File: config.mk
export PLATFORM = sky130hd
export DESIGN_NAME = bnk_eeprom_wp_ctrl
export DESIGN_NICKNAME = d
export VERILOG_FILES = /design/src/rtl/eepwp_pkg.sv /design/src/rtl/eepwp_store.sv /design/src/rtl/eepwp_ldbuf.sv /design/src/rtl/eepwp_wtimer.sv /design/src/rtl/bnk_eeprom_wp_ctrl.sv
export SDC_FILE = /design/constraint.sdc
export NUM_CORES = 2
export LEC_CHECK = 0
export BUFFER_PORTS_ARGS = -buffer_cell sky130_fd_sc_hd__buf_2
export CORE_ASPECT_RATIO = 0.6
export CORE_MARGIN = 4
export CORE_UTILIZATION = 45
export CTS_CLUSTER_SIZE = 14
export DETAILED_ROUTE_END_ITERATION = 12
export PLACE_DENSITY = 0.72
export SLEW_MARGIN = 25
export SYNTH_ARGS = -nofsm -noshare
export SYNTH_HDL_FRONTEND = slang
export SYNTH_MEMORY_MAX_BITS = 65536
export SYNTH_SLANG_ARGS = --single-unit
File: constraint.sdc
create_clock -name clk -period 11.76 [get_ports clk]
set_input_delay 1.176 -clock clk [delete_from_list [all_inputs] [get_ports clk]]
set_output_delay 1.176 -clock clk [all_outputs]
set_load 0.005 [all_outputs]
File: src/rtl/eepwp_pkg.sv
package eepwp_pkg;

  localparam int EEP_DW   = 8;   // byte width
  localparam int EEP_AW   = 8;   // byte address inside one bank
  localparam int EEP_PW   = 4;   // in-page offset width
  localparam int EEP_NBLK = 4;   // protection blocks

  typedef enum logic [2:0] {
    OP_ADDR  = 3'd0,
    OP_WDATA = 3'd1,
    OP_STOP  = 3'd2,
    OP_READ  = 3'd3,
    OP_SETWP = 3'd4,
    OP_CLRWP = 3'd5,
    OP_BANK  = 3'd6,
    OP_NONE  = 3'd7
  } eep_op_e;

  // protection block that guards a byte: active bank and upper half bit
  function automatic logic [1:0] prot_block(input logic bank, input logic [EEP_AW-1:0] addr);
    return {bank, addr[EEP_AW-1]};
  endfunction

  // load position: offset wraps, page stays
  function automatic logic [EEP_AW-1:0] load_next(input logic [EEP_AW-1:0] a);
    return {a[EEP_AW-1:EEP_PW], a[EEP_PW-1:0] + {{(EEP_PW-1){1'b0}}, 1'b1}};
  endfunction

  // read position: whole bank address wraps
  function automatic logic [EEP_AW-1:0] read_next(input logic [EEP_AW-1:0] a);
    return a + {{(EEP_AW-1){1'b0}}, 1'b1};
  endfunction

endpackage

File: src/rtl/eepwp_store.sv
module eepwp_store #(
  parameter int AW = 9,
  parameter int DW = 8
) (
  input  logic          clk,
  input  logic          we,
  input  logic [AW-1:0] waddr,
  input  logic [DW-1:0] wdata,
  input  logic          re,
  input  logic [AW-1:0] raddr,
  output logic [DW-1:0] rdata
);
  localparam int DEPTH = 1 << AW;

  logic [DW-1:0] mem [DEPTH];

  always_ff @(posedge clk) begin
    if (we) mem[waddr] <= wdata;
    if (re) rdata <= mem[raddr];
  end
endmodule

File: src/rtl/eepwp_ldbuf.sv
module eepwp_ldbuf #(
  parameter int PW = 4,
  parameter int DW = 8
) (
  input  logic          clk,
  input  logic          rst_n,
  input  logic          clr,
  input  logic          ld,
  input  logic [PW-1:0] ld_pos,
  input  logic [DW-1:0] ld_data,
  input  logic [PW-1:0] rd_idx,
  output logic [DW-1:0] rd_byte,
  output logic          rd_mark,
  output logic          any_loaded
);
  localparam int NB = 1 << PW;

  logic [DW-1:0] bytes_q [NB];
  logic [NB-1:0] mark_q;

  always_ff @(posedge clk) begin
    if (ld) bytes_q[ld_pos] <= ld_data;
  end

  always_ff @(posedge clk) begin
    if (!rst_n)   mark_q <= '0;
    else if (clr) mark_q <= '0;
    else if (ld)  mark_q[ld_pos] <= 1'b1;
  end

  assign rd_byte    = bytes_q[rd_idx];
  assign rd_mark    = mark_q[rd_idx];
  assign any_loaded = |mark_q;

  // a loaded byte is always marked for commit
  a_r3_load_marked: assert property (@(posedge clk) disable iff (!rst_n)
    (ld && !clr) |=> mark_q[$past(ld_pos)]);
endmodule

File: src/rtl/eepwp_wtimer.sv
module eepwp_wtimer #(
  parameter int CYC = 32,
  parameter int PW  = 4
) (
  input  logic        clk,
  input  logic        rst_n,
  input  logic        start,
  output logic        busy,
  output logic        done,
  output logic        step_live,
  output logic [PW:0] step
);
  localparam int CW = (CYC > 1) ? $clog2(CYC) : 1;
  localparam int NB = 1 << PW;

  logic [CW-1:0] cnt_q;
  logic          busy_q;
  logic [PW:0]   step_q;

  always_ff @(posedge clk) begin
    if (!rst_n) begin
      cnt_q  <= '0;
      busy_q <= 1'b0;
      step_q <= '0;
    end else if (start) begin
      cnt_q  <= CW'(CYC - 1);
      busy_q <= 1'b1;
      step_q <= '0;
    end else if (busy_q) begin
      if (cnt_q == '0) busy_q <= 1'b0;
      else             cnt_q  <= cnt_q - 1'b1;
      if (step_q != (PW+1)'(NB)) step_q <= step_q + 1'b1;
    end
  end

  assign busy      = busy_q;
  assign done      = busy_q && (cnt_q == '0);
  assign step      = step_q;
  assign step_live = busy_q && !step_q[PW];

  // an accepted start always produces a busy cycle
  a_r4_start_busy: assert property (@(posedge clk) disable iff (!rst_n)
    start |=> busy);
  // no new commit can begin while one is running
  a_r5_no_restart: assert property (@(posedge clk) disable iff (!rst_n)
    start |-> !busy);
endmodule

File: src/rtl/bnk_eeprom_wp_ctrl.sv
module bnk_eeprom_wp_ctrl
  import eepwp_pkg::*;
#(
  parameter int WR_CYCLES = 32
) (
  input  logic              clk,
  input  logic              rst_n,
  input  logic              cmd_valid,
  input  logic [2:0]        cmd_op,
  input  logic [EEP_DW-1:0] cmd_data,
  output logic              rd_valid,
  output logic [EEP_DW-1:0] rd_data,
  output logic              busy,
  output logic              bank_sel,
  output logic [EEP_NBLK-1:0] wp_flags
);
  localparam int SAW = EEP_AW + 1;   // bank bit plus byte address
  localparam int PGW = EEP_AW - EEP_PW;

  eep_op_e op;
  assign op = eep_op_e'(cmd_op);

  logic              take, stop_take;
  logic [EEP_AW-1:0] ptr_q;
  logic              bank_q;
  logic [EEP_NBLK-1:0] wp_q;
  logic              pend_set, pend_clr;
  logic [1:0]        pend_blk;
  logic              cm_bank;
  logic [PGW-1:0]    cm_page;
  logic              set_go, clr_go, data_go, start;
  logic              buf_clr, buf_ld, any_loaded;
  logic [EEP_DW-1:0] buf_byte;
  logic              buf_mark;
  logic              wt_done, step_live;
  logic [EEP_PW:0]   step;
  logic              mem_we, mem_re;
  logic [1:0]        data_blk;
  logic              rd_valid_q;

  assign take      = cmd_valid && !busy;
  assign stop_take = take && (op == OP_STOP);
  assign data_blk  = prot_block(bank_q, ptr_q);

  assign clr_go  = stop_take && pend_clr;
  assign set_go  = stop_take && pend_set && !pend_clr && !wp_q[pend_blk];
  assign data_go = stop_take && !pend_set && !pend_clr && any_loaded && !wp_q[data_blk];
  assign start   = set_go || clr_go || data_go;

  assign buf_ld  = take && (op == OP_WDATA);
  assign buf_clr = (take && op == OP_ADDR) || (stop_take && !data_go) || wt_done;
  assign mem_re  = take && (op == OP_READ);
  assign mem_we  = step_live && buf_mark;

  always_ff @(posedge clk) begin
    if (!rst_n) begin
      ptr_q    <= '0;
      bank_q   <= 1'b0;
      wp_q     <= '0;
      pend_set <= 1'b0;
      pend_clr <= 1'b0;
      pend_blk <= '0;
      cm_bank  <= 1'b0;
      cm_page  <= '0;
    end else if (take) begin
      unique case (op)
        OP_ADDR: begin
          ptr_q    <= cmd_data;
          pend_set <= 1'b0;
          pend_clr <= 1'b0;
        end
        OP_WDATA: ptr_q <= load_next(ptr_q);
        OP_READ:  ptr_q <= read_next(ptr_q);
        OP_SETWP: begin
          pend_set <= 1'b1;
          pend_blk <= cmd_data[1:0];
        end
        OP_CLRWP: pend_clr <= 1'b1;
        OP_BANK:  bank_q <= cmd_data[0];
        OP_STOP: begin
          pend_set <= 1'b0;
          pend_clr <= 1'b0;
          if (clr_go)      wp_q <= '0;
          else if (set_go) wp_q[pend_blk] <= 1'b1;
          if (data_go) begin
            cm_bank <= bank_q;
            cm_page <= ptr_q[EEP_AW-1:EEP_PW];
          end
        end
        default: ;
      endcase
    end
  end

  always_ff @(posedge clk) begin
    if (!rst_n) rd_valid_q <= 1'b0;
    else        rd_valid_q <= mem_re;
  end

  eepwp_ldbuf #(.PW(EEP_PW), .DW(EEP_DW)) i_ldbuf (
    .clk(clk), .rst_n(rst_n), .clr(buf_clr), .ld(buf_ld),
    .ld_pos(ptr_q[EEP_PW-1:0]), .ld_data(cmd_data),
    .rd_idx(step[EEP_PW-1:0]), .rd_byte(buf_byte), .rd_mark(buf_mark),
    .any_loaded(any_loaded)
  );

  eepwp_wtimer #(.CYC(WR_CYCLES), .PW(EEP_PW)) i_wtimer (
    .clk(clk), .rst_n(rst_n), .start(start), .busy(busy), .done(wt_done),
    .step_live(step_live), .step(step)
  );

  eepwp_store #(.AW(SAW), .DW(EEP_DW)) i_store (
    .clk(clk), .we(mem_we),
    .waddr({cm_bank, cm_page, step[EEP_PW-1:0]}), .wdata(buf_byte),
    .re(mem_re), .raddr({bank_q, ptr_q}), .rdata(rd_data)
  );

  assign rd_valid = rd_valid_q;
  assign bank_sel = bank_q;
  assign wp_flags = wp_q;

  // the store is written only inside a commit cycle
  a_r4_write_in_commit: assert property (@(posedge clk) disable iff (!rst_n)
    mem_we |-> busy);
  // a store write never lands in a protected block
  a_r8_no_prot_write: assert property (@(posedge clk) disable iff (!rst_n)
    mem_we |-> !wp_q[{cm_bank, cm_page[PGW-1]}]);
  // loading a byte keeps the page
  a_r3_page_held: assert property (@(posedge clk) disable iff (!rst_n)
    buf_ld |=> ptr_q[EEP_AW-1:EEP_PW] == $past(ptr_q[EEP_AW-1:EEP_PW]));
  // read data only follows an accepted read command
  a_r6_read_source: assert property (@(posedge clk) disable iff (!rst_n)
    rd_valid |-> $past(cmd_valid && cmd_op == 3'd3 && !busy));
  // bank and flags hold while busy
  a_r5_busy_hold: assert property (@(posedge clk) disable iff (!rst_n)
    busy |=> $stable(bank_q) && $stable(wp_q));
  // a flag falls only through an accepted clear-all
  a_r9_flag_fall: assert property (@(posedge clk) disable iff (!rst_n)
    (|($past(wp_q) & ~wp_q)) |-> $past(clr_go));
endmodule

==> results.txt <==
* Status: finished, final reports clean
* Total Nets Final: around 8000
- Number of maximum-capacitance constraint violations: 0
* IO Port Bufs: 28
* Relative slew slack: between 20% and 30%
- The signal on the critical path passes through buf_12, buf_4, buf_4, mux4_2, mux2_2, a221o_1, a2111oi_0, a21oi_1, o21ai_0, buf_4, a311oi_1.
- After detailed routing, the total wire length is around 450000 µm.
* Post-detailed-route via-to-cell ratio: between 6 and 7
* Startpoint of the most critical hold path: i_ldbuf.mark_q[6]
- Global routing consumed, over all layers together, between 20% and 30% of the routing resources.
- Via count of the first global-routing pass: between 80000 and 90000
* Largest driver fanout on the critical path: 79
- Detailed routing placed a total of a little under 80000 µm of wire on met3.
- Pre-CTS setup slack: 5.72 ns
* Worst reg2reg startpoint: ptr_q[0]
* Detailed Place HPWL: around 270000 µm
* Leakage power summed over all cells: between 50 and 60 nW
- Counting every sink on the clock net gives 4286.
* Cell family with most CP delay: buffers and inverters
* Startpoint type of the worst setup path: flop
* Library cell appearing most often on the critical path: sky130_fd_sc_hd__buf_4
- From synthesis to final layout, the design area changed by 9.58%.
- Final setup viols: 0
- Counting along the longest clock path gives a buffer depth of 4.
- The die covers about 380000 µm².
* Share of layout cells above drive strength 1: 22.1%
- Average footprint of a synthesized cell: 21.2 µm²
- Clock tree skew after final layout: 0.0507 ns
* Initial Util: a little under half
* Critical Path End Type: flop
* Routed vias: ~85000
- Highest-count cells in the layout ignoring fill and taps: 4232 x sky130_fd_sc_hd__edfxtp_1, 1014 x sky130_fd_sc_hd__mux4_2, 625 x sky130_fd_sc_hd__nor2_1
- Data on the critical path is required at its endpoint by about 12 ns.
- From left edge to right edge, the die measures around 790 µm.
* Classification of the worst setup path: reg2reg
- Post-detailed-route DRC marker count: 0
* Clock-pin slew of the registers on the worst-case setup and hold paths: 0.06 ns
- Entering global routing, the biggest net connects 229 pins.
* Placeable core region: 367000 µm²
- The number of antenna violations at the first check in global routing was 25.
- Counting flops with an async set or reset pin after synthesis yields a share of 0%.
- The floorplan step set the die height to ~480 µm.
* Path type of the worst min-delay path: reg2reg
- Final std cell area, no fill: roughly 180000 µm²
* Routed metal-1 wire length: between 150000 and 200000 µm
* Cell at the root of the clock tree: sky130_fd_sc_hd__clkbuf_16
- Clock latency on the worst-skew pair, taken at its later pin, is a little over 0.9 ns.
* Post-CTS setup repair buffer count: 0
- Minimum clock period after layout: 5.86 ns
- Drt first-iter violations: approximately 16000
- Transition at the pin with the smallest max-transition slack: about 1.2 ns
* # H-tree levels: 5
- Quantity of gates resized following cts: 0
- Fmax achieved: approximately 170 MHz
- Routed wl met2: between 150000 and 200000 µm
* Master of the slowest instance on the critical path: sky130_fd_sc_hd__dfxtp_4
* Warnings, synthesis: 0
- Delay of the slowest cell on the worst path: between 0.9 and 1 ns
- Final hold vios: 0
- After synthesis, flip-flops and latches occupy between 70% and 80% of the total area.
* Syn Nets: slightly below 8000
- Count of flip-flops with a built-in enable after synthesis: around 4200
* DRT antenna net count: 0
- For this design the ratio of total power to cell area is 160 nW/µm².
* PnR Total Power: 29.2 mW
- CP bufs+invs: 4
- Number of instances in the synthesized netlist: about 8000
- The first detailed-routing pass took 6 iterations.
- In this run, CTS created clock tree buffers numbering about 360.
- Routability cong.: between 0.8 and 0.9
- # rows: between 150 and 200
- The mapped netlist covers roughly 170000 µm².
- Maximum vdd drop: between 0.1 and 0.15 mV
- Global routing finished with a remaining overflow of 0.
- Slew Limit Fails: 0
- The synthesized netlist contains 79 unique library cells.
- TritonCTS built the clock tree.
* Setup TNS Final: 0 ns
- The highest layer touched by signal routing is met5.
- Wire length of the first global-routing pass: around 640000 µm
- The placed instances occupy a cell area of 172000 µm².
- Hold buffers post-CTS: 0
- After detailed routing, the average wire length per cell comes to 34.7 µm.
- Flop2flop setup slack: 5.90 ns
- Most common cell after layout, fill and taps aside: sky130_fd_sc_hd__edfxtp_1
* Arrival time at the worst endpoint: ~6.5 ns
* Period utilisation layout: 49.9%
- RSZ-0062 raised after global routing: no
- After layout, the worst setup slack is 5.90 ns.
- The most used flip-flop cell after synthesis is sky130_fd_sc_hd__edfxtp_1.
* Flip-flop and latch count after synthesis: between 4000 and 5000
- CP Launch Point: ptr_q[0]
- Boundary pin count: 29
-- Yosys cell counts, types with 9 or more instances --
cell type / number / area, µm²
sky130_fd_sc_hd__buf_4: 76 / 571
sky130_fd_sc_hd__a2111oi_0: 27 / 236
sky130_fd_sc_hd__clkbuf_1: 163 / 612
sky130_fd_sc_hd__dfxtp_1: 54 / 1080
sky130_fd_sc_hd__o221ai_1: 76 / 666
sky130_fd_sc_hd__o211ai_1: 12 / 90.1
sky130_fd_sc_hd__edfxtp_1: 4232 / 127000
sky130_fd_sc_hd__buf_2: 168 / 841
sky130_fd_sc_hd__nor4_1: 12 / 75.1
sky130_fd_sc_hd__nor2b_1: 11 / 68.8
sky130_fd_sc_hd__mux4_2: 1022 / 23000
sky130_fd_sc_hd__a211o_1: 9 / 78.8
sky130_fd_sc_hd__o22a_1: 10 / 87.6
sky130_fd_sc_hd__mux2_2: 27 / 304
sky130_fd_sc_hd__a22oi_1: 61 / 458
sky130_fd_sc_hd__mux2i_1: 355 / 3550
sky130_fd_sc_hd__a221oi_1: 34 / 298
sky130_fd_sc_hd__nand2_2: 18 / 113
sky130_fd_sc_hd__a211oi_1: 22 / 165
sky130_fd_sc_hd__inv_1: 16 / 60.1
sky130_fd_sc_hd__a221o_1: 10 / 100
sky130_fd_sc_hd__nand3_1: 41 / 205
sky130_fd_sc_hd__nor3_1: 35 / 175
sky130_fd_sc_hd__buf_1: 28 / 105
sky130_fd_sc_hd__o22ai_1: 59 / 369
sky130_fd_sc_hd__a21oi_1: 115 / 576
sky130_fd_sc_hd__ha_1: 10 / 125
sky130_fd_sc_hd__o311ai_0: 9 / 78.8
sky130_fd_sc_hd__nor2_1: 650 / 2440
sky130_fd_sc_hd__nand2b_1: 10 / 62.6
sky130_fd_sc_hd__a31oi_1: 15 / 93.8
sky130_fd_sc_hd__nand2_1: 198 / 743
sky130_fd_sc_hd__o21ai_0: 80 / 400
sky130_fd_sc_hd__buf_6: 55 / 619
sky130_fd_sc_hd__a22o_1: 11 / 96.3
-- final cells by class --
cell class                 count  area (µm²)
sequential                  4286      128000
inverter                      18        77.6
multi-input combinational   3043       36000
fill                       28100      185000
antenna                       20        50.0
clock inverter                71         636
tap                         4872        6100
timing repair buffer         222        1950
clock buffer                 456        9550
-- per-layer routing --
layer  vias to the layer above  GRT usage, %
met5                         -             0
met2                      7072          31.1
met1                     44800          35.3
met3                       841          10.0
met4                        10          5.96
li1                      32700             -
-- stage by stage --
step | hold slack, ns | instances | util (%)
4_1_cts | 0.508 | 13000 | 49.6
5_1_grt | 0.532 | 13000 | 49.7
3_5_place_dp | 0.489 | 12400 | 46.8
6_report | 0.509 | 13000 | 49.7
3_3_place_gp | 0.478 | 12400 | 46.8
2_1_floorplan | 0.458 | 7839 | -
-- sequential cells by signal, indices dropped and copies added (netlist names), named ones only --
name / flops
bank_sel: 1
cm_bank: 1
cm_page: 4
i_ldbuf.bytes_q: 128
i_ldbuf.mark_q: 16
i_store.mem: 4096
i_store.rdata: 8
i_wtimer.busy: 1
i_wtimer.cnt_q: 5
i_wtimer.step: 5
pend_blk: 2
pend_clr: 1
pend_set: 1
ptr_q: 8
rd_valid: 1
wp_flags: 4
-- cells by family (layout without fill, tap and decap cells) --
family | count (synthesis) | count (layout) | synth area share [%]
fa+ha+maj | 10 | 10 | 0.0751
simple gates | 1016 | 1016 | 2.52
flops | 4286 | 4286 | 77.0
xor+xnor | 8 | 8 | 0.0421
compound gates | 605 | 605 | 2.56
other cells | 0 | 20 | 0
buf+inv | 510 | 767 | 1.71
mux | 1404 | 1404 | 16.1
-- worst reg2reg max path, cell delays in order (launching register included) --
cell                        delay [ns]
sky130_fd_sc_hd__dfxtp_4          0.92
sky130_fd_sc_hd__buf_12           0.56
sky130_fd_sc_hd__buf_4            0.72
sky130_fd_sc_hd__buf_4            0.85
sky130_fd_sc_hd__mux4_2           0.64
sky130_fd_sc_hd__mux2_2           0.28
sky130_fd_sc_hd__a221o_1          0.31
sky130_fd_sc_hd__a2111oi_0        0.43
sky130_fd_sc_hd__a21oi_1          0.27
sky130_fd_sc_hd__o21ai_0          0.26
sky130_fd_sc_hd__buf_4            0.20
sky130_fd_sc_hd__a311oi_1         0.11
-- power by group --
part / total [mW] / switching, mW / internal, mW
combinational: 1.35 / 0.844 / 0.505
clock: 11.2 / 5.35 / 5.81
sequential: 16.6 / 0.0229 / 16.6
-- worst paths after layout --
| kind | cells after the start | endpoint |
|---|---|---|
| min reg2reg | 2 | i_ldbuf.mark_q[6] |
| max | 11 | i_store.rdata[1] |
| max reg2reg | 11 | i_store.rdata[1] |
| min | 2 | i_ldbuf.mark_q[6] |
Note: power is estimated with default switching activity, not from simulation.
